`src/rtl/i2c_addr_pkg.sv`:
```
package i2c_addr_pkg;

  localparam int unsigned ADDR_W   = 16;
  localparam int unsigned MAX_BYTES = 4;
  localparam logic [3:0]  CTRL_CODE = 4'b1010;

  typedef enum logic [1:0] {
    CMD_NONE  = 2'd0,
    CMD_START = 2'd1,
    CMD_STOP  = 2'd2,
    CMD_BIT   = 2'd3
  } bus_cmd_e;

  typedef enum logic [2:0] {
    S_IDLE   = 3'd0,
    S_START  = 3'd1,
    S_SHIFT  = 3'd2,
    S_HOLD   = 3'd3,
    S_STOP   = 3'd4,
    S_RSTART = 3'd5
  } seq_state_e;

  // {scl, sda} levels (1 = released) for a command in a given quarter
  function automatic logic [1:0] line_levels(bus_cmd_e cmd, logic [1:0] qtr, logic tx);
    logic [1:0] lv;
    unique case (cmd)
      CMD_START: lv = (qtr == 2'd0) ? 2'b01 : (qtr == 2'd1) ? 2'b11 :
                      (qtr == 2'd2) ? 2'b10 : 2'b00;
      CMD_STOP:  lv = (qtr == 2'd0) ? 2'b00 : (qtr == 2'd1) ? 2'b10 : 2'b11;
      CMD_BIT:   lv = {(qtr == 2'd1) || (qtr == 2'd2), tx};
      default:   lv = 2'b11;
    endcase
    return lv;
  endfunction

endpackage

```
`src/rtl/i2c_qtr_div.sv`:
```
module i2c_qtr_div #(
  parameter int unsigned DIV_W = 8
) (
  input  logic             clk_i,
  input  logic             rst_ni,
  input  logic             en_i,
  input  logic [DIV_W-1:0] div_i,
  output logic             tick_o
);

  logic [DIV_W-1:0] cnt_q;

  assign tick_o = en_i && (cnt_q == div_i);

  always_ff @(posedge clk_i or negedge rst_ni) begin
    if (!rst_ni)     cnt_q <= '0;
    else if (!en_i)  cnt_q <= '0;
    else if (tick_o) cnt_q <= '0;
    else             cnt_q <= cnt_q + 1'b1;
  end

endmodule

```
`src/rtl/i2c_bit_engine.sv`:
```
module i2c_bit_engine
  import i2c_addr_pkg::*;
(
  input  logic     clk_i,
  input  logic     rst_ni,
  input  logic     cmd_valid_i,
  input  bus_cmd_e cmd_i,
  input  logic     tx_bit_i,
  input  logic     tick_i,
  input  logic     sda_i,
  output logic     active_o,
  output logic     done_o,
  output logic     rx_bit_o,
  output logic     scl_oe_o,
  output logic     sda_oe_o
);

  logic       active_q, done_q, rx_q, tx_q;
  logic       scl_lvl_q, sda_lvl_q;
  logic [1:0] qtr_q;
  logic [1:0] qtr_nxt;
  bus_cmd_e   cmd_q;

  assign qtr_nxt  = 2'(qtr_q + 2'd1);
  assign active_o = active_q;
  assign done_o   = done_q;
  assign rx_bit_o = rx_q;
  assign scl_oe_o = ~scl_lvl_q;
  assign sda_oe_o = ~sda_lvl_q;

  always_ff @(posedge clk_i or negedge rst_ni) begin
    if (!rst_ni) begin
      active_q  <= 1'b0;
      done_q    <= 1'b0;
      rx_q      <= 1'b1;
      tx_q      <= 1'b1;
      qtr_q     <= 2'd0;
      cmd_q     <= CMD_NONE;
      scl_lvl_q <= 1'b1;
      sda_lvl_q <= 1'b1;
    end else begin
      done_q <= 1'b0;
      if (!active_q) begin
        if (cmd_valid_i && cmd_i != CMD_NONE) begin
          active_q <= 1'b1;
          cmd_q    <= cmd_i;
          tx_q     <= tx_bit_i;
          qtr_q    <= 2'd0;
          {scl_lvl_q, sda_lvl_q} <= line_levels(cmd_i, 2'd0, tx_bit_i);
        end
      end else if (tick_i) begin
        // sample at the end of the first SCL-high quarter
        if (qtr_q == 2'd1) rx_q <= sda_i;
        if (qtr_q == 2'd3) begin
          active_q <= 1'b0;
          done_q   <= 1'b1;
        end else begin
          qtr_q <= qtr_nxt;
          {scl_lvl_q, sda_lvl_q} <= line_levels(cmd_q, qtr_nxt, tx_q);
        end
      end
    end
  end

  p_sda_edge_in_cond_r9: assert property (@(posedge clk_i) disable iff (!rst_ni)
    (scl_lvl_q && $past(scl_lvl_q) && (sda_lvl_q != $past(sda_lvl_q)))
      |-> (cmd_q == CMD_START || cmd_q == CMD_STOP));

  p_qtr_waits_tick_r11: assert property (@(posedge clk_i) disable iff (!rst_ni)
    (active_q && !tick_i) |=> $stable(qtr_q) && $stable(scl_lvl_q));

endmodule

```
`src/rtl/i2c_addr_ctrl.sv`:
```
module i2c_addr_ctrl
  import i2c_addr_pkg::*;
#(
  parameter int unsigned DIV_W = 8
) (
  input  logic                clk_i,
  input  logic                rst_ni,
  input  logic [DIV_W-1:0]    div_i,
  input  logic                start_i,
  input  logic                dbl_addr_i,
  input  logic [ADDR_W-1:0]   addr_i,
  input  logic                rstart_i,
  input  logic                stop_i,
  input  logic                clr_timeout_i,
  input  logic                sda_i,
  output logic                scl_oe_o,
  output logic                sda_oe_o,
  output logic                busy_o,
  output logic                done_o,
  output logic                timeout_o
);

  localparam int unsigned BIDX_W = $clog2(MAX_BYTES);

  seq_state_e        state_q;
  logic              wait_q, done_q, tmo_q, dbl_q;
  logic [ADDR_W-1:0] addr_q;
  logic [BIDX_W-1:0] byte_idx_q, last_idx;
  logic [3:0]        bit_idx_q;
  logic [7:0]        seq_byte [MAX_BYTES];
  logic [7:0]        cur_byte;

  logic     cmd_valid, tx_bit, tick;
  bus_cmd_e cmd;
  logic     eng_active, eng_done, eng_rx;

  // byte stream of the address phase
  always_comb begin
    for (int i = 0; i < MAX_BYTES; i++) seq_byte[i] = '0;
    seq_byte[0] = {CTRL_CODE, (dbl_q ? 3'b000 : addr_q[10:8]), 1'b0};
    seq_byte[1] = dbl_q ? addr_q[15:8] : addr_q[7:0];
    seq_byte[2] = addr_q[7:0];
  end

  assign last_idx = dbl_q ? BIDX_W'(2) : BIDX_W'(1);
  assign cur_byte = seq_byte[byte_idx_q];
  assign tx_bit   = (bit_idx_q < 4'd8) ? cur_byte[3'(~bit_idx_q[2:0])] : 1'b1;

  always_comb begin
    unique case (state_q)
      S_START, S_RSTART: cmd = CMD_START;
      S_SHIFT:           cmd = CMD_BIT;
      S_STOP:            cmd = CMD_STOP;
      default:           cmd = CMD_NONE;
    endcase
  end

  assign cmd_valid = !wait_q && (cmd != CMD_NONE);

  assign busy_o    = (state_q != S_IDLE) && (state_q != S_HOLD);
  assign done_o    = done_q;
  assign timeout_o = tmo_q;

  always_ff @(posedge clk_i or negedge rst_ni) begin
    if (!rst_ni) begin
      state_q    <= S_IDLE;
      wait_q     <= 1'b0;
      done_q     <= 1'b0;
      tmo_q      <= 1'b0;
      dbl_q      <= 1'b0;
      addr_q     <= '0;
      byte_idx_q <= '0;
      bit_idx_q  <= '0;
    end else begin
      done_q <= 1'b0;
      if (clr_timeout_i) tmo_q  <= 1'b0;
      if (cmd_valid)     wait_q <= 1'b1;
      unique case (state_q)
        S_IDLE: if (start_i) begin
          addr_q  <= addr_i;
          dbl_q   <= dbl_addr_i;
          state_q <= S_START;
        end
        S_HOLD: begin
          if (stop_i)        state_q <= S_STOP;
          else if (rstart_i) state_q <= S_RSTART;
        end
        S_START: if (eng_done) begin
          wait_q     <= 1'b0;
          byte_idx_q <= '0;
          bit_idx_q  <= '0;
          state_q    <= S_SHIFT;
        end
        S_SHIFT: if (eng_done) begin
          wait_q <= 1'b0;
          if (bit_idx_q != 4'd8) begin
            bit_idx_q <= bit_idx_q + 4'd1;
          end else if (eng_rx) begin
            tmo_q   <= 1'b1;
            state_q <= S_STOP;
          end else if (byte_idx_q == last_idx) begin
            done_q  <= 1'b1;
            state_q <= S_HOLD;
          end else begin
            byte_idx_q <= byte_idx_q + 1'b1;
            bit_idx_q  <= '0;
          end
        end
        S_STOP:   if (eng_done) begin wait_q <= 1'b0; state_q <= S_IDLE; end
        S_RSTART: if (eng_done) begin wait_q <= 1'b0; state_q <= S_HOLD; end
        default:  state_q <= S_IDLE;
      endcase
    end
  end

  i2c_qtr_div #(.DIV_W(DIV_W)) u_div (
    .clk_i  (clk_i),
    .rst_ni (rst_ni),
    .en_i   (eng_active),
    .div_i  (div_i),
    .tick_o (tick)
  );

  i2c_bit_engine u_eng (
    .clk_i       (clk_i),
    .rst_ni      (rst_ni),
    .cmd_valid_i (cmd_valid),
    .cmd_i       (cmd),
    .tx_bit_i    (tx_bit),
    .tick_i      (tick),
    .sda_i       (sda_i),
    .active_o    (eng_active),
    .done_o      (eng_done),
    .rx_bit_o    (eng_rx),
    .scl_oe_o    (scl_oe_o),
    .sda_oe_o    (sda_oe_o)
  );

  p_idle_released_r1: assert property (@(posedge clk_i) disable iff (!rst_ni)
    (state_q == S_IDLE && !eng_active) |-> (!scl_oe_o && !sda_oe_o && !done_o));

  p_done_holds_scl_r6: assert property (@(posedge clk_i) disable iff (!rst_ni)
    done_o |-> (scl_oe_o && state_q == S_HOLD && !busy_o));

  p_nack_aborts_r7: assert property (@(posedge clk_i) disable iff (!rst_ni)
    (state_q == S_SHIFT && eng_done && bit_idx_q == 4'd8 && eng_rx)
      |=> (timeout_o && state_q == S_STOP && !done_o));

  p_timeout_sticky_r8: assert property (@(posedge clk_i) disable iff (!rst_ni)
    ($past(timeout_o) && !$past(clr_timeout_i)) |-> timeout_o);

endmodule

```
`config.mk`:
```
export PLATFORM = sky130hd
export DESIGN_NAME = i2c_addr_ctrl
export DESIGN_NICKNAME = d
export VERILOG_FILES = /design/src/rtl/i2c_addr_pkg.sv /design/src/rtl/i2c_qtr_div.sv /design/src/rtl/i2c_bit_engine.sv /design/src/rtl/i2c_addr_ctrl.sv
export SDC_FILE = /design/constraint.sdc
export NUM_CORES = 1
export LEC_CHECK = 0
export CAP_MARGIN = 20
export CORE_MARGIN = 2
export CORE_UTILIZATION = 25
export CTS_BUF_LIST = sky130_fd_sc_hd__clkbuf_8 sky130_fd_sc_hd__clkbuf_16
export CTS_CLUSTER_SIZE = 24
export DETAILED_ROUTE_END_ITERATION = 10
export DONT_BUFFER_PORTS = 1
export MAX_ROUTING_LAYER = met4
export RECOVER_POWER = 25
export SYNTH_ARGS = -nofsm -noshare
export SYNTH_HDL_FRONTEND = slang
export SYNTH_SLANG_ARGS = --single-unit
```
`constraint.sdc`:
```
create_clock -name clk_i -period 2.9 [get_ports clk_i]
set_clock_uncertainty 0.05 [all_clocks]
set_input_delay 0.435 -clock clk_i [delete_from_list [all_inputs] [get_ports clk_i]]
set_output_delay 0.435 -clock clk_i [all_outputs]
set_load 0.02 [all_outputs]
```
# ---- Yosys cells after proc, flatten, opt, wreduce, memory -nomap -nowiden
# Cells that the tools add are included.
# W data, S select, Z words.
dict set report op_classes {
  addsub 4
  mul 0
  div 0
  order_cmp 3
  n_eq_ne 33
  shifts 0
  n_mux 74
  bitwise_logic 5
  reduce_logical 21
}
# operator count
set ops {}
lappend ops {{$mux W8} 5}
lappend ops {{$mux W3} 11}
lappend ops {{$mux W1} 31}
lappend ops {{$mux W2} 14}
lappend ops {{$mux W4} 5}
lappend ops {{$pmux W2 S3} 3}
lappend ops {{$pmux W3 S6} 1}
lappend ops {{$bmux W8 S2} 1}
lappend ops {{$eq A2 B2 Y1 const B} 6}
lappend ops {{$ne A2 B2 Y1 const B} 6}
lappend ops {{$ne A3 B3 Y1 const B} 3}
lappend ops {{$add A8 B1 Y8 const B} 1}
lappend ops {{$eq A2 B1 Y1 const B} 4}
lappend ops {{$eq A8 B8 Y1} 1}
lappend ops {{$ne A2 B1 Y1 const B} 4}
lappend ops {{$pmux W4 S2} 1}
lappend ops {{$reduce_and A8 Y1} 1}
lappend ops {{$eq A3 B2 Y1 const B} 2}
lappend ops {{$eq A3 B3 Y1 const B} 2}
lappend ops {{$ne A3 B2 Y1 const B} 2}
lappend ops {{$reduce_and A3 Y1} 2}
lappend ops {{$reduce_and A6 Y1} 1}
lappend ops {{$reduce_bool A2 Y1} 3}
lappend ops {{$reduce_and A5 Y1} 1}
lappend ops {{22 further kinds} 29}
dict set report totals {
  register_bits 47
  latchBits 0
  ram_bits 0
  mem_bits_ro 0
  inputBits 32
  elab_cells 157
  mem_count 0
}

# ---- Logic depth before layout (Yosys ltp)
dict set report depth {
  depth_word 10
  mapped_depth 8
  mapped_depth_nobuf 7
}

# ---- By module
# From an unflattened synthesis, not the netlist that was laid out.
dict set report unflattened {
  hier_cells 245
  hier_area_um2 2720.1
}
# module n_inst cells_each area_per_inst_um2 seq_area_each_um2
set modules_own_cells {}
lappend modules_own_cells {i2c_addr_ctrl 1 154 1694.1 725.7}
lappend modules_own_cells {i2c_bit_engine 1 44 534.3 255.2}
lappend modules_own_cells {i2c_qtr_div 1 47 491.7 200.2}

# ---- Worst setup path after synthesis
# OpenSTA, ideal clock, no wires.
dict set report synth_timing {
  path_type {reg2reg}
  startpoint {register bit_idx_q[0]}
  endpoint {register bit_idx_q[3]}
  setup_time_ns 0.069
  t_arrival_ns 1.922
  required_ns 2.781
  slack_ns 0.859
  stages_incl_launch_ff 9
  path_buffers 1
  path_cell_list {dfrtp_1 > clkbuf_1 > inv_1 > ha_1 > and3b_1 > o31ai_4 > a32oi_2 > or4_1 > nand3_1}
}
dict set report synth_between {
  elab_chain_cells 4
}
# item line
set synth_rtl {}
lappend synth_rtl {{from (decl)} i2c_addr_ctrl.sv:29} ;# logic [3:0] bit_idx_q;
lappend synth_rtl {{from (signal assigned)} i2c_addr_ctrl.sv:97} ;# bit_idx_q <= bit_idx_q + 4'd1;
lappend synth_rtl {{$add A4 B1 Y4 or $ne A4 B4 Y1 (tied branches)} {i2c_addr_ctrl.sv:97, i2c_addr_ctrl.sv:96}}
lappend synth_rtl {{$mux W4} i2c_addr_ctrl.sv:96} ;# if (bit_idx_q != 4'd8) begin
lappend synth_rtl {{$mux W4} i2c_addr_ctrl.sv:94} ;# S_SHIFT: if (eng_done) begin
lappend synth_rtl {{$pmux W4 S2} i2c_addr_ctrl.sv:78} ;# unique case (state_q)
# Parallel ways exist; a longest one is shown, timed or not. The select of a mux whose other input is x is not followed.
# A chain may end at the register's enable or synchronous reset.

# ---- Final worst setup path
dict set report layout_timing {
  startpoint {register state_q[1]}
  endpoint {output busy_o}
}
dict set report layout_between {
  elab_chain_cells 2
}
# item line
set layout_rtl {}
lappend layout_rtl {{from (decl)} i2c_addr_ctrl.sv:25} ;# seq_state_e state_q;
lappend layout_rtl {{from (signal assigned)} i2c_addr_ctrl.sv:66} ;# state_q <= S_IDLE;
lappend layout_rtl {{from (signal assigned)} i2c_addr_ctrl.sv:82} ;# state_q <= S_START;
lappend layout_rtl {{from (signal assigned)} i2c_addr_ctrl.sv:85} ;# if (stop_i) state_q <= S_STOP;
lappend layout_rtl {{$ne A3 B2 Y1 or $reduce_bool A3 Y1 (tied branches)} i2c_addr_ctrl.sv:60} ;# assign busy_o = (state_q != S_IDLE) && (state_q != S_HOLD);
lappend layout_rtl {{$logic_and A1 B1 Y1 *} i2c_addr_ctrl.sv:60}
lappend layout_rtl {{to (decl)} i2c_addr_ctrl.sv:18} ;# output logic busy_o,
# Mark *: on every way between the ends. The rest lies on a longest branch, timed or not.

==> reports/metrics.yaml <==
status: "completed"
worst-path-max-fanout: 17
tightest_slew_ns: 1.17
port_buffers: 0
drv_slew: 0
root_buffer: "clkbuf_8"
synth_ff_type: "dfrtp_1"
endpoint_kind: "output pin"
finalSetupViolations: 0
areaGrowthSynthToFinish_pct: 8.30
hold_path.class: "input pin to flip-flop"
grt_util_all_layers: 0.109
htreeDepth: 2
gp_congestion: 0.809
num_rows: 37
dr.pass1.iters: 4
wire_per_inst_um: 14.6
drt_iter0_markers: 124
avgViaCountPerCell: 4.89
pwr-share-seq: 0.547
power_frac_comb: 0.194
syn_area_per_cell_um2: 10.5
synth_top_cell_by_area: "dfrtp_1"
clkSinkCount: 47
fin_setup_tns_ns: 0
grt_pass1_vias: 1937
switchingPower_mw: 0.477
yosysTopAreaCellShare: 0.403
post_cts_buffers: 0
synth_warnings: 0
grt_max_degree: 48
synthTopCellsByCount: "43 x dfrtp_1, 22 x mux2_2, 18 x nor2_1"
cts_hold_buf: 2
io_pins: 37
rsz0062_at_grt: "no"
synthMostInstantiatedCell: "dfrtp_1"
synthTopCellsByArea: "dfrtp_1 40%, mux2_2 9.3%, dfstp_2 3.9%"
final_nets: 293
core_mm2: 0.0103
stdcell_area_mm2: 0.00289
p_leak_nw: 1.16
cts_resized: 0
synth-edff-count: 0
clk_latency_ns: 0.30
maxSlewHeadroom: 0.219
vias: 1915
p_per_area_mw_per_mm2: 535
crit_arrival_ns: 1.69
antenna_cells: 0
max_freq_mhz: 459
final_antenna_net_count: 0
post-route-drc-count: 0
initial_core_util: 0.258
synth_cell_types: 58
synth-async-reset-ratio: 1.00
wl_um: 5710
fillers: 1096
hold_viol: 0
swShare: 0.309
overflow: 0
p_clk_frac: 0.259
ys_ff_latch: 47
fin_crit_sh: 0.751
path_clk_slew_ns: 0.10
place_hpwl_um: 4220
drive_gt1_frac: 0.188
fin_crit_ns: 2.18
dieArea_mm2: 0.0115
die_w_um: 107
ir_drop_v: 0.000189
synth_area_mm2: 0.00267
post_dp_cell_area_mm2: 0.00279
p_int_mw: 1.07
clock_path_buffers: 2
critPathKind: "flip-flop to output pin"
die_h_um: 107
cap_viol_max_count: 0
worstPathRequired_ns: 2.41
tritoncts: "built"
ys_seq_area_frac: 0.443
grt_pass1_wl_um: 9750
syn_inst: 254
critPathLaunchType: "flip-flop"
synth_nets: 292
antenna_found_initial: 0
cts_made_buffers: 5
[cells in the final DEF, fill, tap and decap left out, types with 3 or more instances in the layout]
cell and n:
and3_1 3, ha_1 6, mux2_2 22, dfstp_2 4
nor2b_1 3, a21oi_1 5, nor2_1 18, dfrtp_1 43
nand2b_1 8, clkbuf_8 5, o21ai_1 4, nand3_1 11
or3_1 3, mux2i_1 5, a221oi_1 3, xnor2_1 10
xor2_1 5, inv_1 13, nand2_1 17, nand4_1 4
o21ai_0 17, a21boi_0 3
[worst paths after layout]
| check | startpoint | endpoint | slack (ns) | depth (start not counted) |
|---|---|---|---|---|
| min | clr_timeout_i | timeout_o | 0.17 | 1 |
| max | state_q[1] | busy_o | 0.72 | 2 |
| max in group asynchronous | rst_ni | addr_q[4] | 1.20 | 2 |
| max reg2reg | bit_idx_q[0] | bit_idx_q[3] | 0.74 | 7 |
| min reg2reg | u_eng.tx_q | u_eng.tx_q | 0.43 | 2 |
| min in group asynchronous | rst_ni | state_q[1] | 0.89 | 2 |
[layout make-up]
| cell class | count | area, um^2 | area share |
|---|---|---|---|
| Multi-Input combinational cell | 185 | 1380 | 0.477 |
| Sequential cell | 47 | 1180 | 0.409 |
| Tap cell | 136 | 170 | 0.0589 |
| Clock buffer | 5 | 68.8 | 0.0238 |
| Inverter | 13 | 48.8 | 0.0169 |
| Timing Repair Buffer | 3 | 22.5 | 0.00780 |
| Clock inverter | 3 | 20.0 | 0.00693 |
[layer usage]
layer | global-route usage | up-vias | share of wire
met2 | 0.166 | 50 | 0.47
met5 | - | - | 0
li1 | - | 919 | -
met1 | 0.148 | 939 | 0.48
met4 | 0.0250 | 0 | 0.0096
met3 | 0.0242 | 7 | 0.044
[sequential cells by signal, indices dropped and copies added, names as in the netlist, 2 cells and up]
register     cells
u_eng.cmd_q      2
state_q          3
u_div.cnt_q      8
addr_q          16
bit_idx_q        4
byte_idx_q       2
u_eng.qtr_q      2
[critical path: stages (launching register included)]
cell and delay [ns]:
dfrtp_1 0.67, nor2b_1 0.20, or3_1 0.51
[power by group through the flow]
stage	logic [mW]	registers [mW]	clock network [mW]
final	0.299	0.844	0.401
after global routing	0.346	0.862	0.445
after CTS	0.311	0.847	0.420
after detailed placement	0.289	0.860	0
after global placement	0.276	0.857	0
after floorplan	0.257	0.829	0
[logic make-up after synthesis]
logic type / count (synthesis) / share of synthesized area
adders and majority gates: 6 / 0.0281
AOI/OAI and AO/OA: 54 / 0.145
buffers and inverters: 22 / 0.0408
muxes: 29 / 0.126
and+or+nand+nor: 81 / 0.168
DFF: 47 / 0.443
xor gates and xnor gates: 15 / 0.0492
[metrics by stage]
stage	utilization	hold slack (ns)	cells	power (mW)	worst slack, ns
after floorplan	-	0.0894	254	1.09	0.859
after global placement	0.270	0.0905	382	1.13	0.836
after detailed placement	0.270	0.0928	382	1.15	0.760
after CTS	0.282	0.173	392	1.58	0.742
after global routing	0.280	0.189	392	1.65	0.613
final	0.280	0.171	392	1.54	0.723
Power figures use the tool's default switching activity.
